--- src/rtl/hn_pkg.sv ---
// Shared types and constants for the high-narrow unit.
// Assumes a 128-bit vector and three legal element sizes.
package hn_pkg;
    localparam int VEC_W     = 128;
    localparam int HALF_W    = VEC_W / 2;
    localparam int NUM_SIZES = 3;

    typedef enum logic [1:0] {
        SZ_BYTE = 2'd0,
        SZ_HALF = 2'd1,
        SZ_WORD = 2'd2,
        SZ_BAD  = 2'd3
    } size_e;
endpackage

--- src/rtl/hn_lane.sv ---
// One wide lane: add or subtract, optional half-LSB bias, keep the high half.
// Assumes the wide lane is 2*NW bits and wraps modulo 2^(2*NW).
module hn_lane #(
    parameter int NW = 8
) (
    input  logic [2*NW-1:0] a,
    input  logic [2*NW-1:0] b,
    input  logic            sub,
    input  logic            rnd,
    output logic [NW-1:0]   hi
);
    localparam int WW = 2 * NW;

    logic [WW-1:0] wide;
    logic [WW-1:0] bias;

    // Form the wrapped wide result and take its upper half.
    always_comb begin
        bias = rnd ? ({{(WW-1){1'b0}}, 1'b1} << (NW - 1)) : '0;
        wide = (sub ? (a - b) : (a + b)) + bias;
        hi   = wide[WW-1:NW];
    end
endmodule

--- src/rtl/hn_pack.sv ---
// Picks the packed narrow value for the size code and places it in a half.
// Assumes one 64-bit packed value per legal size.
module hn_pack
    import hn_pkg::*;
(
    input  size_e              size,
    input  logic               upper,
    input  logic [HALF_W-1:0]  n_byte,
    input  logic [HALF_W-1:0]  n_half,
    input  logic [HALF_W-1:0]  n_word,
    input  logic [VEC_W-1:0]   old_val,
    output logic [VEC_W-1:0]   new_val
);
    logic [HALF_W-1:0] sel;

    // Choose the narrowed set by size, then place it in the chosen half.
    always_comb begin
        case (size)
            SZ_BYTE: sel = n_byte;
            SZ_HALF: sel = n_half;
            SZ_WORD: sel = n_word;
            default: sel = '0;
        endcase
        if (upper)
            new_val = {sel, old_val[HALF_W-1:0]};
        else
            new_val = {{HALF_W{1'b0}}, sel};
    end
endmodule

--- src/rtl/simd_hnarrow_unit.sv ---
// Top of the add/subtract high-narrow unit. Holds one register stage.
// Assumes the inputs are valid only in cycles where in_valid is high.
// All lanes are computed from the inputs together, so dst_old may equal a source.
module simd_hnarrow_unit
    import hn_pkg::*;
(
    input  logic          clk,
    input  logic          rst_n,
    input  logic          in_valid,
    input  logic [127:0]  src_a,
    input  logic [127:0]  src_b,
    input  logic [127:0]  dst_old,
    input  logic [1:0]    size,
    input  logic          sub_en,
    input  logic          round_en,
    input  logic          upper_sel,
    output logic          out_valid,
    output logic [127:0]  dst_new,
    output logic          size_err
);
    logic [HALF_W-1:0] narrow [NUM_SIZES];
    logic [VEC_W-1:0]  packed_res;
    size_e             size_q;
    logic              bad_size;

    assign size_q   = size_e'(size);
    assign bad_size = (size_q == SZ_BAD);

    // One lane array per legal element size.
    for (genvar s = 0; s < NUM_SIZES; s++) begin : g_size
        localparam int NW    = 8 << s;
        localparam int LANES = HALF_W / NW;
        logic [HALF_W-1:0] packed_n;
        for (genvar l = 0; l < LANES; l++) begin : g_lane
            hn_lane #(.NW(NW)) u_lane (
                .a   (src_a[l*2*NW +: 2*NW]),
                .b   (src_b[l*2*NW +: 2*NW]),
                .sub (sub_en),
                .rnd (round_en),
                .hi  (packed_n[l*NW +: NW])
            );
        end
        assign narrow[s] = packed_n;
    end

    hn_pack u_pack (
        .size    (size_q),
        .upper   (upper_sel),
        .n_byte  (narrow[0]),
        .n_half  (narrow[1]),
        .n_word  (narrow[2]),
        .old_val (dst_old),
        .new_val (packed_res)
    );

    // Result register: capture on request, pass old value through on bad size.
    always_ff @(posedge clk) begin
        if (!rst_n) begin
            out_valid <= 1'b0;
            size_err  <= 1'b0;
            dst_new   <= '0;
        end else begin
            out_valid <= in_valid;
            size_err  <= in_valid && bad_size;
            if (in_valid)
                dst_new <= bad_size ? dst_old : packed_res;
        end
    end


    valid_pulse_chk: assert property (@(posedge clk) disable iff (!rst_n)
        in_valid |=> out_valid);

    valid_idle_chk: assert property (@(posedge clk) disable iff (!rst_n)
        !in_valid |=> !out_valid);

    err_with_valid_chk: assert property (@(posedge clk) disable iff (!rst_n)
        size_err |-> out_valid);

    bad_size_pass_chk: assert property (@(posedge clk) disable iff (!rst_n)
        (in_valid && size == 2'd3) |=> (size_err && dst_new == $past(dst_old)));

    low_half_zero_top_chk: assert property (@(posedge clk) disable iff (!rst_n)
        (in_valid && size != 2'd3 && !upper_sel) |=> (dst_new[127:64] == '0));

    upper_keeps_low_chk: assert property (@(posedge clk) disable iff (!rst_n)
        (in_valid && size != 2'd3 && upper_sel) |=> (dst_new[63:0] == $past(dst_old[63:0])));

    hold_idle_chk: assert property (@(posedge clk) disable iff (!rst_n)
        !in_valid |=> $stable(dst_new));
endmodule

--- config.mk ---
export PLATFORM = sky130hd
export DESIGN_NAME = simd_hnarrow_unit
export DESIGN_NICKNAME = d
export VERILOG_FILES = /design/src/rtl/hn_pkg.sv /design/src/rtl/hn_lane.sv /design/src/rtl/hn_pack.sv /design/src/rtl/simd_hnarrow_unit.sv
export SDC_FILE = /design/constraint.sdc
export NUM_CORES = 1
export LEC_CHECK = 0
export ABC_AREA = 1
export CORE_ASPECT_RATIO = 1.25
export CORE_UTILIZATION = 40
export CTS_BUF_LIST = sky130_fd_sc_hd__clkbuf_4
export CTS_CLUSTER_DIAMETER = 200
export DETAILED_ROUTE_END_ITERATION = 16
export DONT_BUFFER_PORTS = 1
export GPL_TIMING_DRIVEN = 0
export PLACE_DENSITY = 0.61
export SLEW_MARGIN = 10
export SYNTH_ARGS = -nofsm -noshare
export SYNTH_HDL_FRONTEND = slang
export SYNTH_SLANG_ARGS = --single-unit
--- constraint.sdc ---
create_clock -name clk -period 5.4 [get_ports clk]
set_input_delay 0.27 -clock clk [delete_from_list [all_inputs] [get_ports clk]]
set_output_delay 0.27 -clock clk [all_outputs]
set_load 0.01 [all_outputs]
# Word level (Yosys, flattened, before mapping)
# Index checks and enable logic that the tools add are counted.
# op_classes
addsub	42
mul	0
n_div	0
order_cmp	0
eq_ne	3
n_shift	0
mux	20
bitwise	0
n_reduce_logical	2
# op_table
operator	count
adder 16 bit	16
adder 32 bit	8
adder 64 bit	4
2-to-1 mux 128 bit	2
case mux 64 bit (3 select lines)	1
2-to-1 mux 32 bit	5
2-to-1 mux 16 bit	9
2-to-1 mux 64 bit	2
subtractor 16 bit	8
subtractor 32 bit	4
subtractor 64 bit	2
2-to-1 mux 8 bit	1
equality test 2 bit (second input constant)	2
equality test 2 x 1 -> 1 bit (second input constant)	1
zero test 2 bit	1
logical AND 1 bit	1
# word_totals
ff_bits	130
latch_bits	0
mem_bits_rw	0
rom_bits	0
inputBits	392
output_inout_bits	130
elab_cells	70
memories	0

# Depth between registers and ports, before layout
# Gate-level depths: netlist (run 1).
# depth
depth_word	6
ltp_mapped	42
mapped_depth_nobuf	42

# Cells and area by module
# From an unflattened synthesis (run 1), not the netlist that was laid out.
# unflattened
cells_unflattened	11372
area_unflattened_um2	56161.4
# modules_own_cells
mod	instances	cells_each	area_each_um2	seq_area_each_um2
hn_lane (g_size[2].g_lane[0].u_lane ...)	2	1986	9286.4	0.0
hn_lane (g_size[1].g_lane[0].u_lane ...)	4	777	3807.4	0.0
hn_lane (g_size[0].g_lane[0].u_lane ...)	8	318	1547.7	0.0
simd_hnarrow_unit	1	1116	6830.3	2602.5
hn_pack	1	632	3146.8	0.0

# Least setup slack after synthesis (run 1)
# No wires, ideal clock.
# synth_path
kind	input to register
start	input src_b[1]
end	register dst_new[14]
setup_time_ns	0.132
arrival_ns	4.364
t_required_ns	5.268
slack_ns	0.904
stages	37
n_path_buf	1
path_cell_list	inv_1 > ha_1 > nand3_1 > nor3_1 > inv_1 > nor3_2 > nand2_1 > inv_1 > nand2_1 > or3_1 > nand2_2 > nand2_1 > nor2_1 > inv_1 > a21oi_2 > buf_2 > o21ai_0 > ha_1 > nand2_1 > nor2_1 > inv_1 > nor2_1 > nand2_1 > nor2_1 > nand2_1 > nand3_1 > nand2_1 > nand2_1 > nand2_1 > nor2_1 > nand2_1 > nor2_2 > nand2_1 > nand3_1 > nand3_1 > o21ai_1 > a21oi_1
# synth_between
elab_chain_len	6
elab_cells_between_ends	11
cone_classes	add/sub: 6; mux: 5
# synth_rtl
element	line_no	source
start, declared	simd_hnarrow_unit.sv:11	input logic [127:0] src_b,
adder 64 bit, or another cell as far along	hn_lane.sv:20	wide = (sub ? (a - b) : (a + b)) + bias;
2-to-1 mux 64 bit / 2-to-1 mux 32 bit (equally long branches)	hn_lane.sv:20	
adder 64 bit / adder 32 bit (equally long branches)	hn_lane.sv:20	
case mux 64 bit (3 select lines) (*)	hn_pack.sv:18	case (size)
2-to-1 mux 128 bit (*)	hn_pack.sv:24	if (upper)
2-to-1 mux 128 bit (*)	simd_hnarrow_unit.sv:66	dst_new <= bad_size ? dst_old : packed_res;
end signal, assigned	simd_hnarrow_unit.sv:66	
end, declared	simd_hnarrow_unit.sv:18	output logic [127:0] dst_new,
# Mark *: on every way between the ends. The rest lies on a longest branch, timed or not.
# A chain may end at the register's enable or synchronous reset.

# Final worst setup path (run 1)
# layout_path
start	input sub_en
end	register dst_new[63]
# layout_between
elab_chain_len	5
elab_cells_between_ends	9
cone_classes	add/sub: 3; mux: 6
# layout_rtl
element	line_no	source
start, declared	simd_hnarrow_unit.sv:14	input logic sub_en,
2-to-1 mux 64 bit, or another cell as far along	hn_lane.sv:20	
adder 64 bit, or another cell as far along	hn_lane.sv:20	
case mux 64 bit (3 select lines) (*)	hn_pack.sv:18	
2-to-1 mux 128 bit (*)	hn_pack.sv:24	
2-to-1 mux 128 bit (*)	simd_hnarrow_unit.sv:66	
# Marks and branches as above.

==> metrics.md, run 1 <==
| Metric | Value |
|---|---|
| Status | `finished clean` |
| Clock sink count | `130` |
| M2 GR Usage | `63.5%` |
| First-pass DRT Iterations | `6` |
| Yosys warns | `0` |
| Pwr Total | `7.87 mW` |
| Worst vdd ir | `about 0.21 mV` |
| FF+latch count, synth | `130` |
| WS Path Type | `input pin to register` |
| DRT antenna net count | `0` |
| Pin count of the biggest net entering global routing | `14` |
| Layout area overhead | `12.0%` |
| Total routed wirelength | `196000 um` |
| Max-slew headroom | `4.74%` |
| Syn Nets | `a little under 8000` |
| Reg-to-Reg Start | `dst_new[123]` |
| F_max | `approximately 190 MHz` |
| Final Cycle Share | `98.0%` |
| Core Area | `87400 um2` |
| Synth Flop Type | `dfxtp_1` |
| Final Non-Filler Cells | `between 8000 and 9000` |
| Total grt overflow | `0` |
| Max-slew violation count | `0` |
| Reg2reg end | `dst_new[123]` |
| Lkg Pwr | `21.1 nW` |
| Post-synth EDFFs | `0` |
| Clk slew on worst S/H paths | `0.09 ns` |
| First-pass GRT wire length | `between 200000 and 300000 um` |
| Post-synthesis cell type count | `59` |
| Post-Synth XOR/XNOR Area | `8.42%` |
| Min-delay src | `dst_old[59]` |
| Fin. Hold Viols | `0` |
| R2r setup slk | `4.18 ns` |
| Worst setup SP type | `input pin` |
| Synth Area in Compound Gates | `about an eighth` |
| Max clock buf depth | `3` |
| Hold EP | `dst_new[59]` |
| Die X | `268 um` |
| Busiest grt layer | `met2` |
| DR vias | `~46000` |
| H-tree depth | `4` |
| Post-route cell area | `39700 um2` |
| Register area share after synthesis | `7.34%` |
| Worst-path maximum fanout | `10` |
| Clk Latency, worst-skew pair | `~0.64 ns` |
| Final worst slack | `between 0.1 and 0.15 ns` |
| Routed length per instance | `approximately 23 um` |
| Layout cell share with drive strength beyond 1 | `about 5.7%` |
| Worst reg2reg path depth | `2` |
| CP Data Required Time | `5.87 ns` |
| Main combinational cell family by area after synthesis | `simple AND/OR/NAND/NOR gates` |
| Power Dens Cells | `198 nW/um2` |
| Vias in the first global route | `between 40000 and 50000` |
| Final Skew | `0 ns` |
| Post-synthesis area per instance | `just over 5 um2` |
| Hold depth | `4` |
| Pre-CTS WS | `-2.78 ns` |
| Cells after DPL | `~8000` |
| Post-synthesis mux area share | `less than 1%` |
| Setup TNS | `0 ns` |
| Met3 usage | `13.9%` |
| Die area | `89800 um2` |
| Post-synthesis simple-gate area fraction | `47.8%` |
| Row count | `between 100 and 150` |
| Iteration-0 DRC Markers | `between 5000 and 6000` |
| GP Congestion | `1.09` |
| Placed Area | `36900 um2` |
| Mapped Cells | `~7000` |
| Worst setup EP type | `register` |
| Number of fill cells | `between 10000 and 15000` |
| Root Driver | `clkbuf_4` |
| Critical Path AT | `5.77 ns` |
| Max Cap Viol | `0` |
| Vias per std cell | `5.53` |
| Initial antenna violation count | `26` |
| Initial core utilization | `40.6%` |
| Inserted Clock Buffers | `25` |
| CTS tree | `yes` |
| Hold WC Path Type | `input pin to register` |
| Input/output buffers | `0` |
| Slew at the pin with the worst max-slew slack | `about 1.4 ns` |
| FFs w/ async S/R, synth | `0%` |
| Setup Viol. Count Final | `0` |
| DRC viols | `0` |
| GR Util All Layers | `42.1%` |
| Met1 Use GR | `approximately half` |
| Die H | `335 um` |
| HPWL Detailed | `168000 um` |
| Synthesized cell area | `35400 um2` |
| # IOs | `522` |
| RSZ-0062 raised after global routing | `yes` |
| Fraction of the mapped netlist area in adder cells | `under 10%` |
| Final nets | `7860` |
| Crit path time final | `approximately 5.3 ns` |
critical path, stage by stage:
cell and delay, ns:
inv_1 0.04, clkbuf_4 0.29, buf_4 0.33, clkbuf_4 0.36, clkbuf_4 0.37, nand2_1 0.18
o21ai_0 0.13, xor2_1 0.28, inv_1 0.09, ha_1 0.40, nand2_1 0.10, o21ai_0 0.36
a21oi_1 0.11, nand2_1 0.14, xor2_1 0.37, nor2_1 0.14, ha_1 0.26, nand3_1 0.15
inv_1 0.11, nand2_1 0.10, inv_1 0.07, nand2_1 0.07, nand2_1 0.05, nand3_1 0.30
nand4_1 0.31, nand2_2 0.26, a21oi_1 0.08
cells in the final DEF (no fill, tap or decap), types with 78 or more instances in the layout:
cell type / instances
inv_1: 1214
nand3_1: 458
o21ai_0: 288
xor2_1: 269
dfxtp_1: 130
nand2_1: 2413
ha_1: 234
dlygate4sd3_1: 122
nor2_1: 792
clkbuf_1: 78
nand4_1: 88
a21oi_1: 326
report_power, final:
| part | leakage, nW | switching [mW] | internal (mW) |
|---|---|---|---|
| registers | 1.07 | 0.126 | 1.04 |
| logic | 19.9 | 4.36 | 1.75 |
| clock network | 0.129 | 0.369 | 0.228 |
| total | 21.1 | 4.85 | 3.02 |
worst max-delay path by stage:
| stage | start | end | slack (ns) | depth (start not counted) |
|---|---|---|---|---|
| floorplan | src_b[1] | dst_new[14] | 0.90 | 37 |
| global placement | sub_en | dst_new[55] | -3.27 | 27 |
| detailed placement | sub_en | dst_new[55] | -2.78 | 28 |
| global route | src_b[65] | dst_new[63] | -0.03 | 36 |
| CTS | src_b[65] | dst_new[63] | 0.009 | 39 |
| finish | sub_en | dst_new[63] | 0.11 | 27 |
per-layer routing:
| layer | vias to the layer above | wire [um] |
|---|---|---|
| li1 | 22300 | - |
| met1 | 21000 | 77400 |
| met2 | 2478 | 80600 |
| met3 | 553 | 23900 |
| met4 | 22 | 13600 |
| met5 | - | 133 |
synthesized netlist by cell type, types with 2 or more instances:
cell type / n / share of area [%]
o21ai_1: 31 / 0.44
or2_2: 13 / 0.23
and3_1: 6 / 0.11
nor2_4: 5 / 0.16
inv_1: 1216 / 13
nor3_2: 4 / 0.11
buf_2: 9 / 0.13
inv_2: 11 / 0.12
nand3_2: 9 / 0.25
xor2_1: 281 / 6.9
a21oi_2: 3 / 0.074
dfxtp_1: 130 / 7.3
xor2_2: 3 / 0.14
ha_1: 262 / 9.3
o21a_1: 9 / 0.19
nand2_1: 2444 / 26
nand4_1: 88 / 1.6
o41ai_1: 7 / 0.17
a211oi_1: 3 / 0.064
nand3b_1: 18 / 0.38
a21o_1: 15 / 0.32
a22o_1: 2 / 0.049
a21boi_0: 2 / 0.042
o211ai_1: 6 / 0.13
a21oi_1: 356 / 5.0
nand3b_2: 3 / 0.095
o21bai_1: 25 / 0.53
nand3_1: 477 / 6.7
nor4_1: 21 / 0.37
clkbuf_1: 98 / 1.0
buf_1: 12 / 0.13
o31ai_1: 5 / 0.11
o221ai_1: 3 / 0.074
nor3b_1: 4 / 0.085
nor3_1: 84 / 1.2
a31oi_1: 69 / 1.2
o21ai_0: 300 / 4.2
o22ai_1: 4 / 0.071
nor2_1: 851 / 9.0
nor2_2: 38 / 0.67
xnor2_1: 54 / 1.3
and2_1: 12 / 0.21
nand2_2: 28 / 0.49
final cells by class:
cell class              count  area, um2  area share, %
diodes                     10       25.0         0.0631
plain buffers             120        562           1.42
clock buffers              26        195          0.492
clock inverters             4       21.3         0.0536
inverters                1228       4610           11.6
multi-input cells        5559      28800           72.7
flip-flops and latches    130       2600           6.56
well taps                1168       1460           3.68
repair buffers            142       1370           3.46
metrics by stage:
step / utilization [%] / hold slack (ns)
floorplan: - / 0.413
global placement: 42.2 / 0.440
detailed placement: 42.3 / 0.443
CTS: 44.1 / 0.00628
global route: 45.4 / 0.0551
finish: 45.4 / 0.00278
state kept, by name, summed over array words and instances, names as in the netlist:
register,count
size_err,1
dst_new,128
out_valid,1
cell families after synthesis:
group                    after synthesis
AND/OR/NAND/NOR                     4113
buffers and inverters               1348
AO/OA/AOI/OAI                        844
XOR/XNOR                             338
adder cells (fa/ha/maj)              262
flip-flops                           130
multiplexers                           2
repair_timing:
item                                    in CTS  in global routing
hold endpoints to repair                   121                  0
gates resized for setup                     59                258
endpoints found under the setup margin     128                114
pin swaps                                    1                 29
hold buffers                               122                  0
setup buffers                                3                 16
(Power assumes the default switching activity.)
==> inputs of run 2 (changes only) <==
--- a/config.mk
+++ b/config.mk
@@ -6,14 +6,14 @@
 export NUM_CORES = 1
 export LEC_CHECK = 0
 export ABC_AREA = 1
-export CORE_ASPECT_RATIO = 1.25
-export CORE_UTILIZATION = 40
+export CORE_ASPECT_RATIO = 1.2
+export CORE_UTILIZATION = 45
 export CTS_BUF_LIST = sky130_fd_sc_hd__clkbuf_4
 export CTS_CLUSTER_DIAMETER = 200
 export DETAILED_ROUTE_END_ITERATION = 16
 export DONT_BUFFER_PORTS = 1
 export GPL_TIMING_DRIVEN = 0
-export PLACE_DENSITY = 0.61
+export PLACE_DENSITY = 0.67
 export SLEW_MARGIN = 10
 export SYNTH_ARGS = -nofsm -noshare
 export SYNTH_HDL_FRONTEND = slang
==> run 2 against run 1 <==
  * Combinational power rose by 2%
  * Wire length is 1.7% lower
  * Non-clock buffer count fell by 13
  * Die area shrank 11%
  * The flow now finishes with violations (hold timing)
  * Fmax down 0.71%
  * Via count increased by 0.81%
==> metrics.md, run 2 (synthesis gave the netlist of run 1 again) <==
| Metric | Value |
|---|---|
| DRT antenna net count | `0 (unchanged)` |
| Iteration-0 DRC Markers | `5474 (was 5150)` |
| Layout area overhead | `10.7% (was 12.0%)` |
| Core Area | `77900 um2 (was 87400 um2)` |
| Leading registers by flop count | `dst_new (128), out_valid (1), size_err (1) (unchanged)` |
| WS Path Type | `input pin to register (unchanged)` |
| Status | `finished, violations left (was finished clean)` |
| Max Cap Viol | `0 (unchanged)` |
| Row count | `112 (was 121)` |
| Final worst slack | `0.0677 ns (was 0.106 ns)` |
| Violated checks | `hold timing` |
| DRC viols | `0 (unchanged)` |
| Most frequent cells in the layout | `nand2_1 (2417), inv_1 (1215), nor2_1 (798) (was nand2_1 (2413), inv_1 (1214), nor2_1 (792))` |
| First-pass DRT Iterations | `8 (was 6)` |
| Max incr delay on CP | `0.49 ns (was 0.40 ns)` |
| Max-slew violation count | `0 (unchanged)` |
| Layout cell share with drive strength beyond 1 | `5.15% (was 5.74%)` |
| Critical path's slowest cell | `xor2_1 (was ha_1)` |
| Most used cell, CP | `nand2_1 (unchanged)` |
| Pin count of the biggest net entering global routing | `20 (was 14)` |
| Final nets | `7839 (was 7860)` |
| Die X | `258 um (was 268 um)` |
| Crit path time final | `5.33 ns (was 5.29 ns)` |
| HPWL Detailed | `166000 um (was 168000 um)` |
| Hold WC Path Type | `input pin to register (unchanged)` |
| F_max | `188 MHz (was 189 MHz)` |
| Inserted Clock Buffers | `17 (was 25)` |
| Total grt overflow | `0 (unchanged)` |
| Final Skew | `0 ns (unchanged)` |
| H-tree depth | `4 (unchanged)` |
| Vias in the first global route | `42300 (was 42400)` |
| Max-slew headroom | `5.42% (was 4.74%)` |
| Final Non-Filler Cells | `8238 (was 8387)` |
| GP Congestion | `1.09 (about the same)` |
| Placed Area | `36700 um2 (was 36900 um2)` |
| Worst setup SP type | `input pin (unchanged)` |
| Worst-path maximum fanout | `12 (was 10)` |
| Final Cycle Share | `98.7% (was 98.0%)` |
| CP Data Required Time | `5.92 ns (was 5.87 ns)` |
| Min Hold Slack | `-0.0150 ns (was 0.00278 ns)` |
| Number of fill cells | `8850 (was 10100)` |
| Power Dens Cells | `205 nW/um2 (was 198 nW/um2)` |
| Worst vdd ir | `0.137 mV (was 0.205 mV)` |
| Routed length per instance | `23.3 um (about the same)` |
| Max FFs per register | `128 (unchanged)` |
| Die H | `309 um (was 335 um)` |
| Commonest non-fill, non-tap cell in the layout | `nand2_1 (unchanged)` |
| Initial core utilization | `45.5% (was 40.6%)` |
| CTS tree | `yes (unchanged)` |
| Critical Path AT | `5.85 ns (was 5.77 ns)` |
| Total routed wirelength | `192000 um (was 196000 um)` |
| Slew at the pin with the worst max-slew slack | `1.42 ns (was 1.43 ns)` |
| Die area | `79900 um2 (was 89800 um2)` |
| Root Driver | `clkbuf_4 (unchanged)` |
| Cells after DPL | `8063 (was 8205)` |
| Pre-CTS WS | `-2.95 ns (was -2.78 ns)` |
| Clk Latency, worst-skew pair | `0.63 ns (was 0.64 ns)` |
| First-pass GRT wire length | `273000 um (was 277000 um)` |
| Clock sink count | `130 (unchanged)` |
| Util after Layout | `50.4% (was 45.4%)` |
| Top reg by flops | `dst_new (unchanged)` |
| Setup Viol. Count Final | `0 (unchanged)` |
| Vias per std cell | `5.68 (was 5.53)` |
| DR vias | `46800 (was 46400)` |
| Lkg Pwr | `21.1 nW (about the same)` |
| Post-route cell area | `39200 um2 (was 39700 um2)` |
| # IOs | `522 (unchanged)` |
| Max clock buf depth | `2 (was 3)` |
| Worst setup EP type | `register (unchanged)` |
| Initial antenna violation count | `20 (was 26)` |
| GR Util All Layers | `46.4% (was 42.1%)` |
| Fin. Hold Viols | `6 (was 0)` |
| Input/output buffers | `0 (unchanged)` |
| Clk slew on worst S/H paths | `0.15 ns (was 0.09 ns)` |
## run 2: per-layer routing
metal | vias up | part of all wire (%) | GRT usage, %
met1 | 21100 | 40 | 58.2
met2 | 2771 | 39 | 66.5
li1 | 22300 | - | -
met5 | - | 0.052 | 0
met4 | 16 | 6.5 | 27.3
met3 | 555 | 14 | 18.1
## run 2: critical path: cells and delay by family
kind	cells	cell delay [ns]
buffers and inverters	6	1.82
XOR/XNOR	2	0.87
adder cells (fa/ha/maj)	2	0.57
AO/OA/AOI/OAI	3	0.53
AND/OR/NAND/NOR	15	1.77
## run 2: what timing repair did
item                                    4_1_cts  5_1_grt
setup buffers                                 0       14
hold buffers                                115        1
gates cloned                                  0        0
hold endpoints to repair                    114        1
pin swaps                                     0       26
endpoints found under the setup margin      128      105
gates resized for setup                      51      222
## run 2: path summary, 6_finish.rpt
check                   start          end  slack (ns)  cells after the start
setup / recovery       sub_en   dst_new[7]        0.07                     28
hold / removal    dst_old[12]  dst_new[12]       -0.01                      4
setup reg to reg  dst_new[98]  dst_new[98]        4.11                      2
hold reg to reg   dst_new[58]  dst_new[58]        0.52                      2
## run 2: area by class of cell
cell class                 instances  area [um2]  area share [%]
tap                             1026        1280            3.27
inverter                        1228        4610            11.7
clock inverter                    15         145           0.370
buffer                           119         536            1.36
antenna                           14        35.0          0.0893
sequential                       130        2600            6.63
clock buffer                      17         128           0.325
multi-input combinational       5559       28600            73.0
timing repair buffer             130        1270            3.23
## run 2: report_power, final
group / leakage (nW) / internal (mW) / total, mW / switching [mW]
Sequential: 1.07 / 1.04 / 1.16 / 0.125
Clock: 0.142 / 0.240 / 0.689 / 0.449
Combinational: 19.8 / 1.74 / 6.21 / 4.46
## run 2: per-stage QoR
| step | TNS, ns | power [mW] |
|---|---|---|
| after floorplan | 0 | 4.91 |
| final | 0 | 8.06 |
| after detailed placement | -299.82 | 6.83 |
| after global routing | -0.117 | 8.55 |
| after CTS | -0.0775 | 7.59 |
| after global placement | -307.62 | 6.80 |
